`config.mk`:
```
export PLATFORM = sky130hd
export DESIGN_NAME = fsp_ctrl
export DESIGN_NICKNAME = d
export VERILOG_FILES = /design/src/rtl/fsp_pkg.sv /design/src/rtl/fsp_arm.sv /design/src/rtl/fsp_optimer.sv /design/src/rtl/fsp_pagebuf.sv /design/src/rtl/fsp_array.sv /design/src/rtl/fsp_ctrl.sv
export SDC_FILE = /design/constraint.sdc
export NUM_CORES = 1
export LEC_CHECK = 0
export BUFFER_PORTS_ARGS = -buffer_cell sky130_fd_sc_hd__buf_2
export CELL_PAD_IN_SITES_DETAIL_PLACEMENT = 1
export CELL_PAD_IN_SITES_GLOBAL_PLACEMENT = 1
export CORE_ASPECT_RATIO = 1.75
export CORE_MARGIN = 2
export CORE_UTILIZATION = 49
export CTS_CLUSTER_DIAMETER = 40
export DETAILED_ROUTE_END_ITERATION = 8
export HOLD_SLACK_MARGIN = 0.05
export PLACE_DENSITY = 0.84
export SYNTH_ARGS = -nofsm -noshare
export SYNTH_HDL_FRONTEND = slang
export SYNTH_SLANG_ARGS = --single-unit
```
`constraint.sdc`:
```
create_clock -name clk -period 8.7 [get_ports clk]
set_clock_uncertainty 0.2 [all_clocks]
set_input_delay 0.87 -clock clk [delete_from_list [all_inputs] [get_ports clk]]
set_output_delay 0.87 -clock clk [all_outputs]
set_load 0.1 [all_outputs]
```
`src/rtl/fsp_pkg.sv`:
```
package fsp_pkg;

   localparam int unsigned CB_EN     = 0;
   localparam int unsigned CB_ERASE  = 1;
   localparam int unsigned CB_WPROG  = 2;
   localparam int unsigned CB_CFGRD  = 3;
   localparam int unsigned CB_BUFCLR = 4;

   typedef enum logic [2:0] {
      ARM_IDLE,
      ARM_FILL,
      ARM_ERASE,
      ARM_WPROG,
      ARM_CFGRD
   } arm_e;

   function automatic arm_e decode_cmd(input logic [3:0] v);
      if (!v[CB_EN])         return ARM_IDLE;
      else if (v[CB_ERASE])  return ARM_ERASE;
      else if (v[CB_WPROG])  return ARM_WPROG;
      else if (v[CB_CFGRD])  return ARM_CFGRD;
      else                   return ARM_FILL;
   endfunction

endpackage

```
`src/rtl/fsp_arm.sv`:
```
module fsp_arm
   import fsp_pkg::*;
#(
   parameter int unsigned WIN_ST = 4,
   parameter int unsigned WIN_LD = 3
) (
   input  logic       clk,
   input  logic       rst_n,
   input  logic       busy_i,
   input  logic       done_i,
   input  logic       wr_i,
   input  logic [3:0] cmd_i,
   input  logic       take_i,
   input  logic       start_i,
   output arm_e       kind_o,
   output logic       open_o
);

   localparam int unsigned WMAX = (WIN_ST > WIN_LD) ? WIN_ST : WIN_LD;
   localparam int unsigned CW   = $clog2(WMAX + 1);

   arm_e          kind_q;
   arm_e          cmd;
   logic [CW-1:0] win_q;

   assign cmd = decode_cmd(cmd_i);

   always_ff @(posedge clk) begin
      if ((!rst_n && !busy_i) || done_i) begin
         kind_q <= ARM_IDLE;
         win_q  <= '0;
      end else if (busy_i) begin
         kind_q <= kind_q;
      end else if (start_i) begin
         win_q  <= '0;
      end else if (take_i) begin
         kind_q <= ARM_IDLE;
         win_q  <= '0;
      end else if (wr_i) begin
         kind_q <= cmd;
         if (cmd == ARM_IDLE)       win_q <= '0;
         else if (cmd == ARM_CFGRD) win_q <= CW'(WIN_LD);
         else                       win_q <= CW'(WIN_ST);
      end else if (win_q == CW'(1)) begin
         kind_q <= ARM_IDLE;
         win_q  <= '0;
      end else if (win_q != '0) begin
         win_q  <= win_q - 1'b1;
      end
   end

   assign kind_o = kind_q;
   assign open_o = (win_q != '0);

endmodule

```
`src/rtl/fsp_optimer.sv`:
```
module fsp_optimer #(
   parameter int unsigned OP_CYCLES = 4000
) (
   input  logic clk,
   input  logic rst_n,
   input  logic start_i,
   output logic busy_o,
   output logic done_o
);

   localparam int unsigned TW = $clog2(OP_CYCLES + 1);

   logic [TW-1:0] cnt_q;
   logic          busy_q;

   always_ff @(posedge clk) begin
      if (busy_q) begin
         if (cnt_q == '0) busy_q <= 1'b0;
         else             cnt_q  <= cnt_q - 1'b1;
      end else if (!rst_n) begin
         busy_q <= 1'b0;
         cnt_q  <= '0;
      end else if (start_i) begin
         busy_q <= 1'b1;
         cnt_q  <= TW'(OP_CYCLES - 1);
      end
   end

   assign busy_o = busy_q;
   assign done_o = busy_q && (cnt_q == '0);

endmodule

```
`src/rtl/fsp_pagebuf.sv`:
```
module fsp_pagebuf #(
   parameter int unsigned WORD_W     = 16,
   parameter int unsigned PAGE_WORDS = 4,
   localparam int unsigned OFF_W     = $clog2(PAGE_WORDS)
) (
   input  logic                         clk,
   input  logic                         rst_n,
   input  logic                         busy_i,
   input  logic                         clr_i,
   input  logic                         fill_i,
   input  logic [OFF_W-1:0]             off_i,
   input  logic [WORD_W-1:0]            data_i,
   output logic [PAGE_WORDS*WORD_W-1:0] flat_o
);

   for (genvar w = 0; w < PAGE_WORDS; w++) begin : g_word
      logic [WORD_W-1:0] word_q;
      always_ff @(posedge clk) begin
         if ((!rst_n && !busy_i) || clr_i)
            word_q <= '1;
         else if (fill_i && off_i == OFF_W'(w))
            word_q <= data_i;
      end
      assign flat_o[w*WORD_W +: WORD_W] = word_q;
   end

endmodule

```
`src/rtl/fsp_array.sv`:
```
module fsp_array #(
   parameter int unsigned WORD_W     = 16,
   parameter int unsigned PAGE_WORDS = 4,
   parameter int unsigned PAGES      = 8,
   localparam int unsigned OFF_W     = $clog2(PAGE_WORDS),
   localparam int unsigned PG_W      = $clog2(PAGES),
   localparam int unsigned PTR_W     = OFF_W + PG_W
) (
   input  logic                         clk,
   input  logic                         start_i,
   input  logic                         erase_i,
   input  logic [PG_W-1:0]              page_i,
   input  logic                         done_i,
   input  logic [PAGE_WORDS*WORD_W-1:0] buf_i,
   input  logic [PTR_W-1:0]             rd_addr_i,
   output logic [WORD_W-1:0]            rd_o
);

   localparam int unsigned DEPTH = PAGES * PAGE_WORDS;

   logic [WORD_W-1:0] mem_q [DEPTH];
   logic [PG_W-1:0]   pg_q;
   logic              erase_q;

   always_ff @(posedge clk) begin
      if (start_i) begin
         pg_q    <= page_i;
         erase_q <= erase_i;
      end
      if (done_i) begin
         for (int w = 0; w < PAGE_WORDS; w++)
            mem_q[{pg_q, OFF_W'(w)}] <= erase_q ? '1 : buf_i[w*WORD_W +: WORD_W];
      end
   end

   assign rd_o = mem_q[rd_addr_i];

endmodule

```
`src/rtl/fsp_ctrl.sv`:
```
module fsp_ctrl
   import fsp_pkg::*;
#(
   parameter int unsigned WORD_W     = 16,
   parameter int unsigned PAGE_WORDS = 4,
   parameter int unsigned PAGES      = 8,
   parameter int unsigned CLK_KHZ    = 1000,
   parameter int unsigned OP_US      = 4000,
   parameter int unsigned WIN_ST     = 4,
   parameter int unsigned WIN_LD     = 3,
   parameter logic [7:0]  FUSE_VAL   = 8'h62,
   parameter logic [7:0]  LOCK_VAL   = 8'hFC,
   localparam int unsigned OFF_W     = $clog2(PAGE_WORDS),
   localparam int unsigned PG_W      = $clog2(PAGES),
   localparam int unsigned PTR_W     = OFF_W + PG_W
) (
   input  logic              clk,
   input  logic              rst_n,
   input  logic              reg_we,
   input  logic [7:0]        reg_wdata,
   output logic [7:0]        reg_rdata,
   input  logic              st_req,
   input  logic              ld_req,
   input  logic [PTR_W-1:0]  ptr,
   input  logic [WORD_W-1:0] st_data,
   output logic              ld_valid,
   output logic [WORD_W-1:0] ld_data,
   output logic              busy
);

   localparam int unsigned OP_CYCLES = (CLK_KHZ * OP_US) / 1000;

   if (PAGE_WORDS < 2 || (PAGE_WORDS & (PAGE_WORDS - 1)) != 0) begin : g_bad_words
      $error("PAGE_WORDS must be a power of two of at least 2");
   end
   if (PAGES < 2 || (PAGES & (PAGES - 1)) != 0) begin : g_bad_pages
      $error("PAGES must be a power of two of at least 2");
   end
   if (WORD_W < 8) begin : g_bad_word
      $error("WORD_W must hold a configuration byte");
   end
   if (OP_US < 3700 || OP_US > 4500) begin : g_bad_time
      $error("OP_US must lie in the 3700..4500 band");
   end
   if (OP_CYCLES < 2) begin : g_bad_cycles
      $error("OP_CYCLES must be at least 2");
   end
   if (WIN_ST < 1 || WIN_LD < 1 || WIN_ST > 200 || WIN_LD > 200) begin : g_bad_win
      $error("arming windows must be 1..200 cycles");
   end

   arm_e              kind;
   logic              open, busy_w, done_w, live;
   logic              st_hit, cfg_hit, take, start, wr_ok, fill, buf_clr;
   logic [WORD_W-1:0] rd_word;
   logic [PAGE_WORDS*WORD_W-1:0] buf_flat;
   logic              unused_hi;

   assign unused_hi = ^reg_wdata[7:5];

   assign live    = rst_n && !busy_w;
   assign st_hit  = live && st_req && open &&
                    (kind == ARM_FILL || kind == ARM_ERASE || kind == ARM_WPROG);
   assign cfg_hit = live && ld_req && open && (kind == ARM_CFGRD);
   assign take    = st_hit || cfg_hit;
   assign start   = st_hit && (kind != ARM_FILL);
   assign fill    = st_hit && (kind == ARM_FILL);
   assign wr_ok   = live && reg_we && !take;
   assign buf_clr = (wr_ok && reg_wdata[CB_BUFCLR]) || (done_w && kind == ARM_WPROG);

   fsp_arm #(.WIN_ST(WIN_ST), .WIN_LD(WIN_LD)) u_arm (
      .clk     (clk),
      .rst_n   (rst_n),
      .busy_i  (busy_w),
      .done_i  (done_w),
      .wr_i    (wr_ok),
      .cmd_i   (reg_wdata[3:0]),
      .take_i  (take),
      .start_i (start),
      .kind_o  (kind),
      .open_o  (open)
   );

   fsp_optimer #(.OP_CYCLES(OP_CYCLES)) u_timer (
      .clk     (clk),
      .rst_n   (rst_n),
      .start_i (start),
      .busy_o  (busy_w),
      .done_o  (done_w)
   );

   fsp_pagebuf #(.WORD_W(WORD_W), .PAGE_WORDS(PAGE_WORDS)) u_buf (
      .clk    (clk),
      .rst_n  (rst_n),
      .busy_i (busy_w),
      .clr_i  (buf_clr),
      .fill_i (fill),
      .off_i  (ptr[OFF_W-1:0]),
      .data_i (st_data),
      .flat_o (buf_flat)
   );

   fsp_array #(.WORD_W(WORD_W), .PAGE_WORDS(PAGE_WORDS), .PAGES(PAGES)) u_mem (
      .clk       (clk),
      .start_i   (start),
      .erase_i   (kind == ARM_ERASE),
      .page_i    (ptr[PTR_W-1:OFF_W]),
      .done_i    (done_w),
      .buf_i     (buf_flat),
      .rd_addr_i (ptr),
      .rd_o      (rd_word)
   );

   always_ff @(posedge clk) begin
      if (!rst_n) begin
         ld_valid <= 1'b0;
         ld_data  <= '0;
      end else begin
         ld_valid <= live && ld_req;
         if (live && ld_req)
            ld_data <= cfg_hit ? WORD_W'(ptr[0] ? LOCK_VAL : FUSE_VAL) : rd_word;
      end
   end

   assign reg_rdata = {4'b0000,
                       kind == ARM_CFGRD,
                       kind == ARM_WPROG,
                       kind == ARM_ERASE,
                       kind != ARM_IDLE};
   assign busy = busy_w;

endmodule

```
**Yosys cells after proc, flatten, opt, wreduce, memory -nomap -nowiden**

Memory sizes are Yosys's and may differ from the RTL's.
Cells that the tools add are included.

- Flip-flop bits (word level): 104
- Memories kept: 1
- Input port bits: 34
- Bits in writable memories: 512

- Multiplexer cells: 30
- Add/subtract/negate cells: 2
- Reduce and logical (&&, ||, !) cells: 38
- Bitwise gates (word level): 2
- Equal/unequal tests: 12

Memory list:

| name | words | bits a word | read ports | clocked after memory_dff | write ports | line | RTL |
|---|---|---|---|---|---|---|---|
| u_mem.mem_q | 32 | 16 | 1 | 0 | 4 | fsp_array.sv:21 | `logic [WORD_W-1:0] mem_q [DEPTH];` |

Operator list:

| kind | count |
|---|---|
| 16-bit two-way mux | 5 |
| 12-bit two-way mux | 4 |
| 3-bit two-way mux | 14 |
| 1-bit logical AND | 19 |
| 12-bit zero test | 1 |
| 12-bit by 1-bit subtractor with 12-bit output (second input constant) | 1 |
| 3-bit nonzero test | 3 |
| 8-bit two-way mux | 1 |
| 3-bit by 1-bit == test with 1-bit output (second input constant) | 2 |
| 3-bit by 2-bit == test with 1-bit output (second input constant) | 2 |
| 3-bit == test (second input constant) | 2 |
| 1-bit logical OR | 6 |
| 1-bit two-way mux | 6 |
| 3-bit by 1-bit != test with 1-bit output (second input constant) | 2 |
| 5-bit nonzero test | 1 |
| 2-bit == test (second input constant) | 2 |
| 2-bit AND reduction | 2 |
| 1-bit zero test | 3 |
| 3-bit zero test | 1 |
| 3-bit AND reduction | 1 |
| 3-bit by 1-bit subtractor with 3-bit output (second input constant) | 1 |
| 2-bit by 1-bit == test with 1-bit output (second input constant) | 1 |
| 2-bit zero test | 1 |
| 2-bit != test (second input constant) | 1 |
| 1-bit NOT | 2 |

**Depth between registers and ports, before layout**

- Depth in word-level cells: 11
- Mapped depth: 11
- Depth with buffers taken out: 7

**By module**

Synthesis repeated with hierarchy kept, for this count alone.

- Cell total of the unflattened synthesis: 1651
- Area total of the unflattened synthesis: 25244.2 sq um

By module, submodules not included:

| module | instances | area an instance (sq um) | cells an instance |
|---|---|---|---|
| fsp_array | 1 | 20608.5 | 1169 |
| fsp_pagebuf | 1 | 2798.9 | 296 |
| fsp_ctrl | 1 | 759.5 | 73 |
| fsp_optimer | 1 | 695.7 | 64 |
| fsp_arm | 1 | 381.6 | 49 |

**Worst setup path after synthesis**

Ideal clock, no wire load.

- Kind: flip-flop to flip-flop
- Start point: register u_timer.busy_q, in the netlist u_timer.busy_o
- End point: memory u_mem.mem_q[0][0] (enable)
- Period minus slack after synthesis: 8.647 ns
- Library setup time: 0.645 ns
- Cell stages (with the launch flop): 5
- Data arrival time: 7.802 ns
- Slack: 0.053 ns
- Data required time: 7.855 ns
- Cells stage by stage: dfxtp_1 buf_2 nor4bb_1 nand3_1 nor4_1

RTL lines:

| element | line | RTL |
|---|---|---|
| start: declaration | fsp_optimer.sv:14 | `logic busy_q;` |
| start signal: assignment | fsp_optimer.sv:18 | `if (cnt_q == '0) busy_q <= 1'b0;` |
| start signal: assignment | fsp_optimer.sv:21 | `busy_q <= 1'b0;` |
| start signal: assignment | fsp_optimer.sv:24 | `busy_q <= 1'b1;` |
| end: declaration | fsp_array.sv:21 |  |

**Worst setup path in the final report**

- Start point: register u_timer.busy_q, in the netlist u_timer.busy_o
- End point: register u_buf.g_word[3].word_q[15]

- Longest elaborated chain between the ends: 11
- Elaborated cells between the ends (all ways): 20
- Those cells by class: 20 x reduce/logical

RTL lines:

| element | line | RTL |
|---|---|---|
| 1-bit zero test | fsp_pagebuf.sv:19, fsp_ctrl.sv:61 |  |
| 1-bit logical AND | fsp_ctrl.sv:61 | `assign live = rst_n && !busy_w;` |
| 1-bit logical AND (on tied branches) (3 in series) | fsp_ctrl.sv:62, fsp_ctrl.sv:64 |  |
| 1-bit logical OR | fsp_ctrl.sv:65 | `assign take = st_hit \|\| cfg_hit;` |
| 1-bit zero test | fsp_ctrl.sv:68 | `assign wr_ok = live && reg_we && !take;` |
| 1-bit logical AND | fsp_ctrl.sv:68 |  |
| 1-bit logical AND | fsp_ctrl.sv:69 | `assign buf_clr = (wr_ok && reg_wdata[CB_BUFCLR]) \|\| (done_w && kind == ARM_WPROG);` |
| 1-bit logical OR | fsp_ctrl.sv:69 |  |
| 1-bit logical OR | fsp_pagebuf.sv:19 | `if ((!rst_n && !busy_i) \|\| clr_i)` |
| end signal: assignment | fsp_pagebuf.sv:22 | `word_q <= data_i;` |
| end: declaration | fsp_pagebuf.sv:17 | `logic [WORD_W-1:0] word_q;` |

Parallel ways exist; a longest one is shown, timed or not.
A chain may end at the register's enable or synchronous reset.

==> results summary <==
The run finished with clean final reports. The worst setup path is captured at a flip-flop. Setup total negative slack on the finished layout was measured at 0 ps. The overall die height came out at 300 µm. The setup violation total in the final timing report is 0. The number of hold buffers added after CTS was 0.

The number of unique standard cell types used by synthesis came out at 71. The number of antenna violations at the first check in global routing is 3. The critical path goes through nand3b_4 > inv_2 > nand3_4 > and3_4 > a221oi_4 > buf_4 > nand3_1. The final HPWL from detailed placement is roughly 37 mm. The synthesized design contains 616 register bits. In the global route stage, overall resource usage came out at 24.4%. In the final layout, the share of cells above drive strength 1 is 28.0%.

The first TritonRoute pass finished after 5 iterations. Once the clock tree was built, the setup fixing pass inserted 0 buffers. The number of global-route vias before repair is 14.8k. Setup repair after global routing left no endpoint under its margin. After clock tree synthesis, the clock-pin slew on the worst setup and hold paths is around 70 ps. Fill cells in the final layout number 4494.

For this block, the initial DRC count from the detailed router was 1237. The number of warning messages in the yosys log is 0. In this run the worst hold path is classified as flip-flop to flip-flop. The worst path arrival time came out at between 3000 and 4000 ps.

Summed over all cells, the static leakage comes to 9.46 nW. The number of max-slew violations in the final report came out at 0. The number of nets in the final layout is 1499. The flip-flop cell with the highest count after synthesis is sky130_fd_sc_hd__edfxtp_1. The post-route cell area is 0.0271 mm².

The number of standard cells after synthesis is roughly 1.4k. After detailed routing, the number of vias per cell comes to around 6.2. The worst path buffer plus inverter count is 2. The final total power is 5.80 mW. The count of max-cap constraint violations came out at 0. The final routed wire length divided by cell count came out at roughly 29 µm. Summed over all instances, the cell type with the most area after synthesis is sky130_fd_sc_hd__edfxtp_1. Subtracting the final worst setup slack from the clock period gives 3470 ps. After synthesis, the mean cell area works out to 17.4 µm². The period utilization came out at 39.9%. The clock sink count came out at 616. Of all nets on the critical path, the largest fanout is 64. The chip width is 173 µm. After detailed placement, the design holds a cell count of ~2.1k. Dividing total power by cell area gives a power density of roughly 210 mW/mm². The measured slew at the worst slew-check pin is ~1500 ps.

Once detail routing completed, the nets flagged for antenna violations numbered 0. The critical-path cell with the highest stage delay is sky130_fd_sc_hd__buf_4. The mapped cell area is between 0.02 and 0.025 mm². For this run, the register share of the synthesized area comes to 71.8%. The area fraction of the dominant cell type after synthesis came out at 64.6%.

Summing over every cut layer, the via total after detailed routing is 13.4k. The first global-routing pass estimated around 94 mm of wire. Measured against its own limit, the worst slew margin works out to 1.20%. Summed over all layers, the routed wires come to 62.1 mm. The number of primary I/O pins is 60. The largest single stage delay on the critical path is 890 ps. TritonCTS built the clock tree. After global routing the overflow that remains totals 0.

After synthesis, the most frequently instantiated cells are sky130_fd_sc_hd__edfxtp_1, sky130_fd_sc_hd__nand2_1, sky130_fd_sc_hd__mux4_2. The critical path class is flip-flop to flip-flop. Counting the buffers created by CTS gives 52. The H-tree was split into 2 levels.

In this run the clock root is driven by a sky130_fd_sc_hd__clkbuf_16. The setup slack after placement is 4630 ps. IR analysis of the VDD net gives a maximum drop of 0.135 mV. The slack of the critical path came out at 5230 ps. The final number of hold-violating endpoints came to 0. Post-CTS repair changed the size of 0 cells. Among cell families on the critical path, the largest total delay comes from buffers and inverters. In the post-synthesis netlist, the cell with the most instances is sky130_fd_sc_hd__edfxtp_1. Input and output buffers added on the ports amount to between 50 and 60. The finished layout holds 2163 standard cells, fillers aside.

The share of flip-flops with an asynchronous set or reset came out at 0%. After detailed routing, the number of remaining DRC violations is 0. The upper clock frequency limit came out at 288 MHz. The die area came out at 0.0519 mm². Entering global routing, the biggest net connects 65 pins. The routability congestion estimate from global placement is around 0.78.

Relative to the synthesized area, the layout overhead comes to 10.3%. The maximum clock path buffer count is 3. The area after detailed placement is 0.0254 mm². The synthesized design contains about 530 enable-type register cells. The row count came out at approximately 110. The starting density of the core came out at 49.5%. For the worst-skew pair, the clock arrives at the later sink with an insertion delay of around 600 ps. The area inside the core boundary came out at 0.0496 mm². The worst setup path is launched from a flip-flop. Yosys attributes the largest share of cell area to sky130_fd_sc_hd__edfxtp_1, sky130_fd_sc_hd__mux4_2, sky130_fd_sc_hd__dfxtp_1. The required time of the critical path came out at ~9000 ps.
-- per-layer routing --
layer / vias up / GRT usage (%) / part of all wire, %
met5: - / 0 / 0.035
met4: 4 / 12.8 / 4.9
met3: 171 / 3.62 / 6.0
met2: 560 / 43.4 / 53
met1: 7062 / 28.5 / 36
li1: 5624 / - / -
-- worst paths after layout --
check	start	end	slack, ps	depth (start not counted)
max	u_timer.busy_o	u_buf.g_word[3].word_q[15]	5230	7
min	u_buf.g_word[0].word_q[8]	u_buf.g_word[0].word_q[8]	260	2
max reg2reg	u_timer.busy_o	u_buf.g_word[3].word_q[15]	5230	7
min reg2reg	u_buf.g_word[0].word_q[8]	u_buf.g_word[0].word_q[8]	260	2
-- where the power goes --
part	total, mW	switching [mW]	internal (mW)
registers	3.19	0.0176	3.18
logic	0.345	0.233	0.112
clock network	2.26	1.05	1.21
-- stage by stage --
step           util (%)  hold WS (ps)
3_5_place_dp       51.3           252
4_1_cts            54.6           264
3_3_place_gp       51.3           242
2_1_floorplan         -           230
5_1_grt            54.6           288
6_report           54.6           264
-- worst reg2reg max path: stages (launching register included) --
cell	delay (ps)
sky130_fd_sc_hd__dfxtp_1	550
sky130_fd_sc_hd__nand3b_4	460
sky130_fd_sc_hd__inv_2	370
sky130_fd_sc_hd__nand3_4	140
sky130_fd_sc_hd__and3_4	200
sky130_fd_sc_hd__a221oi_4	240
sky130_fd_sc_hd__buf_4	890
sky130_fd_sc_hd__nand3_1	250
-- layout make-up --
cell class              count  area, µm²  area share (%)
repair buffers             78        470            1.74
diodes                      1       2.50         0.00925
flip-flops and latches    616      17600            65.1
multi-input cells         698       6450            23.9
clock inverters            21        168           0.619
clock buffers              75       1470            5.43
well taps                 660        826            3.05
inverters                  14       57.6           0.213
-- layout by cell type, fill, tap and decap left out, types with 6 or more instances in the layout --
cell,n
sky130_fd_sc_hd__a221oi_1,13
sky130_fd_sc_hd__mux4_2,119
sky130_fd_sc_hd__clkbuf_8,7
sky130_fd_sc_hd__nor2_1,21
sky130_fd_sc_hd__a31oi_1,7
sky130_fd_sc_hd__nor2b_1,12
sky130_fd_sc_hd__edfxtp_1,528
sky130_fd_sc_hd__mux2_2,6
sky130_fd_sc_hd__a21oi_1,28
sky130_fd_sc_hd__mux2i_1,30
sky130_fd_sc_hd__clkinv_2,8
sky130_fd_sc_hd__buf_4,26
sky130_fd_sc_hd__nand3_1,25
sky130_fd_sc_hd__clkbuf_1,16
sky130_fd_sc_hd__nand2b_1,8
sky130_fd_sc_hd__a22oi_1,23
sky130_fd_sc_hd__or2_2,66
sky130_fd_sc_hd__dfxtp_1,88
sky130_fd_sc_hd__o2111ai_1,6
sky130_fd_sc_hd__clkbuf_16,53
sky130_fd_sc_hd__inv_1,12
sky130_fd_sc_hd__nand2_1,159
sky130_fd_sc_hd__a22o_1,6
sky130_fd_sc_hd__nand3_2,55
sky130_fd_sc_hd__buf_2,50
sky130_fd_sc_hd__o21ai_0,13
-- state kept, by name, summed over array words and instances (netlist names) --
name,count
u_mem.mem_q,512
u_buf.g_word.word_q,64
ld_data,16
u_timer.cnt_q,12
u_arm.kind_o,3
u_arm.win_q,3
u_mem.pg_q,3
ld_valid,1
u_mem.erase_q,1
u_timer.busy_o,1
-- cells by family after synthesis --
logic type               after synthesis  synth area share, %
XOR/XNOR                               9                0.321
AND/OR/NAND/NOR                      395                 9.16
multiplexers                         155                 12.4
buffers and inverters                 97                 2.18
AO/OA/AOI/OAI                        130                 3.85
adder cells (fa/ha/maj)                5                0.255
other                                  1               0.0153
flip-flops                           616                 71.8
Note: power is estimated with default switching activity, not from simulation.
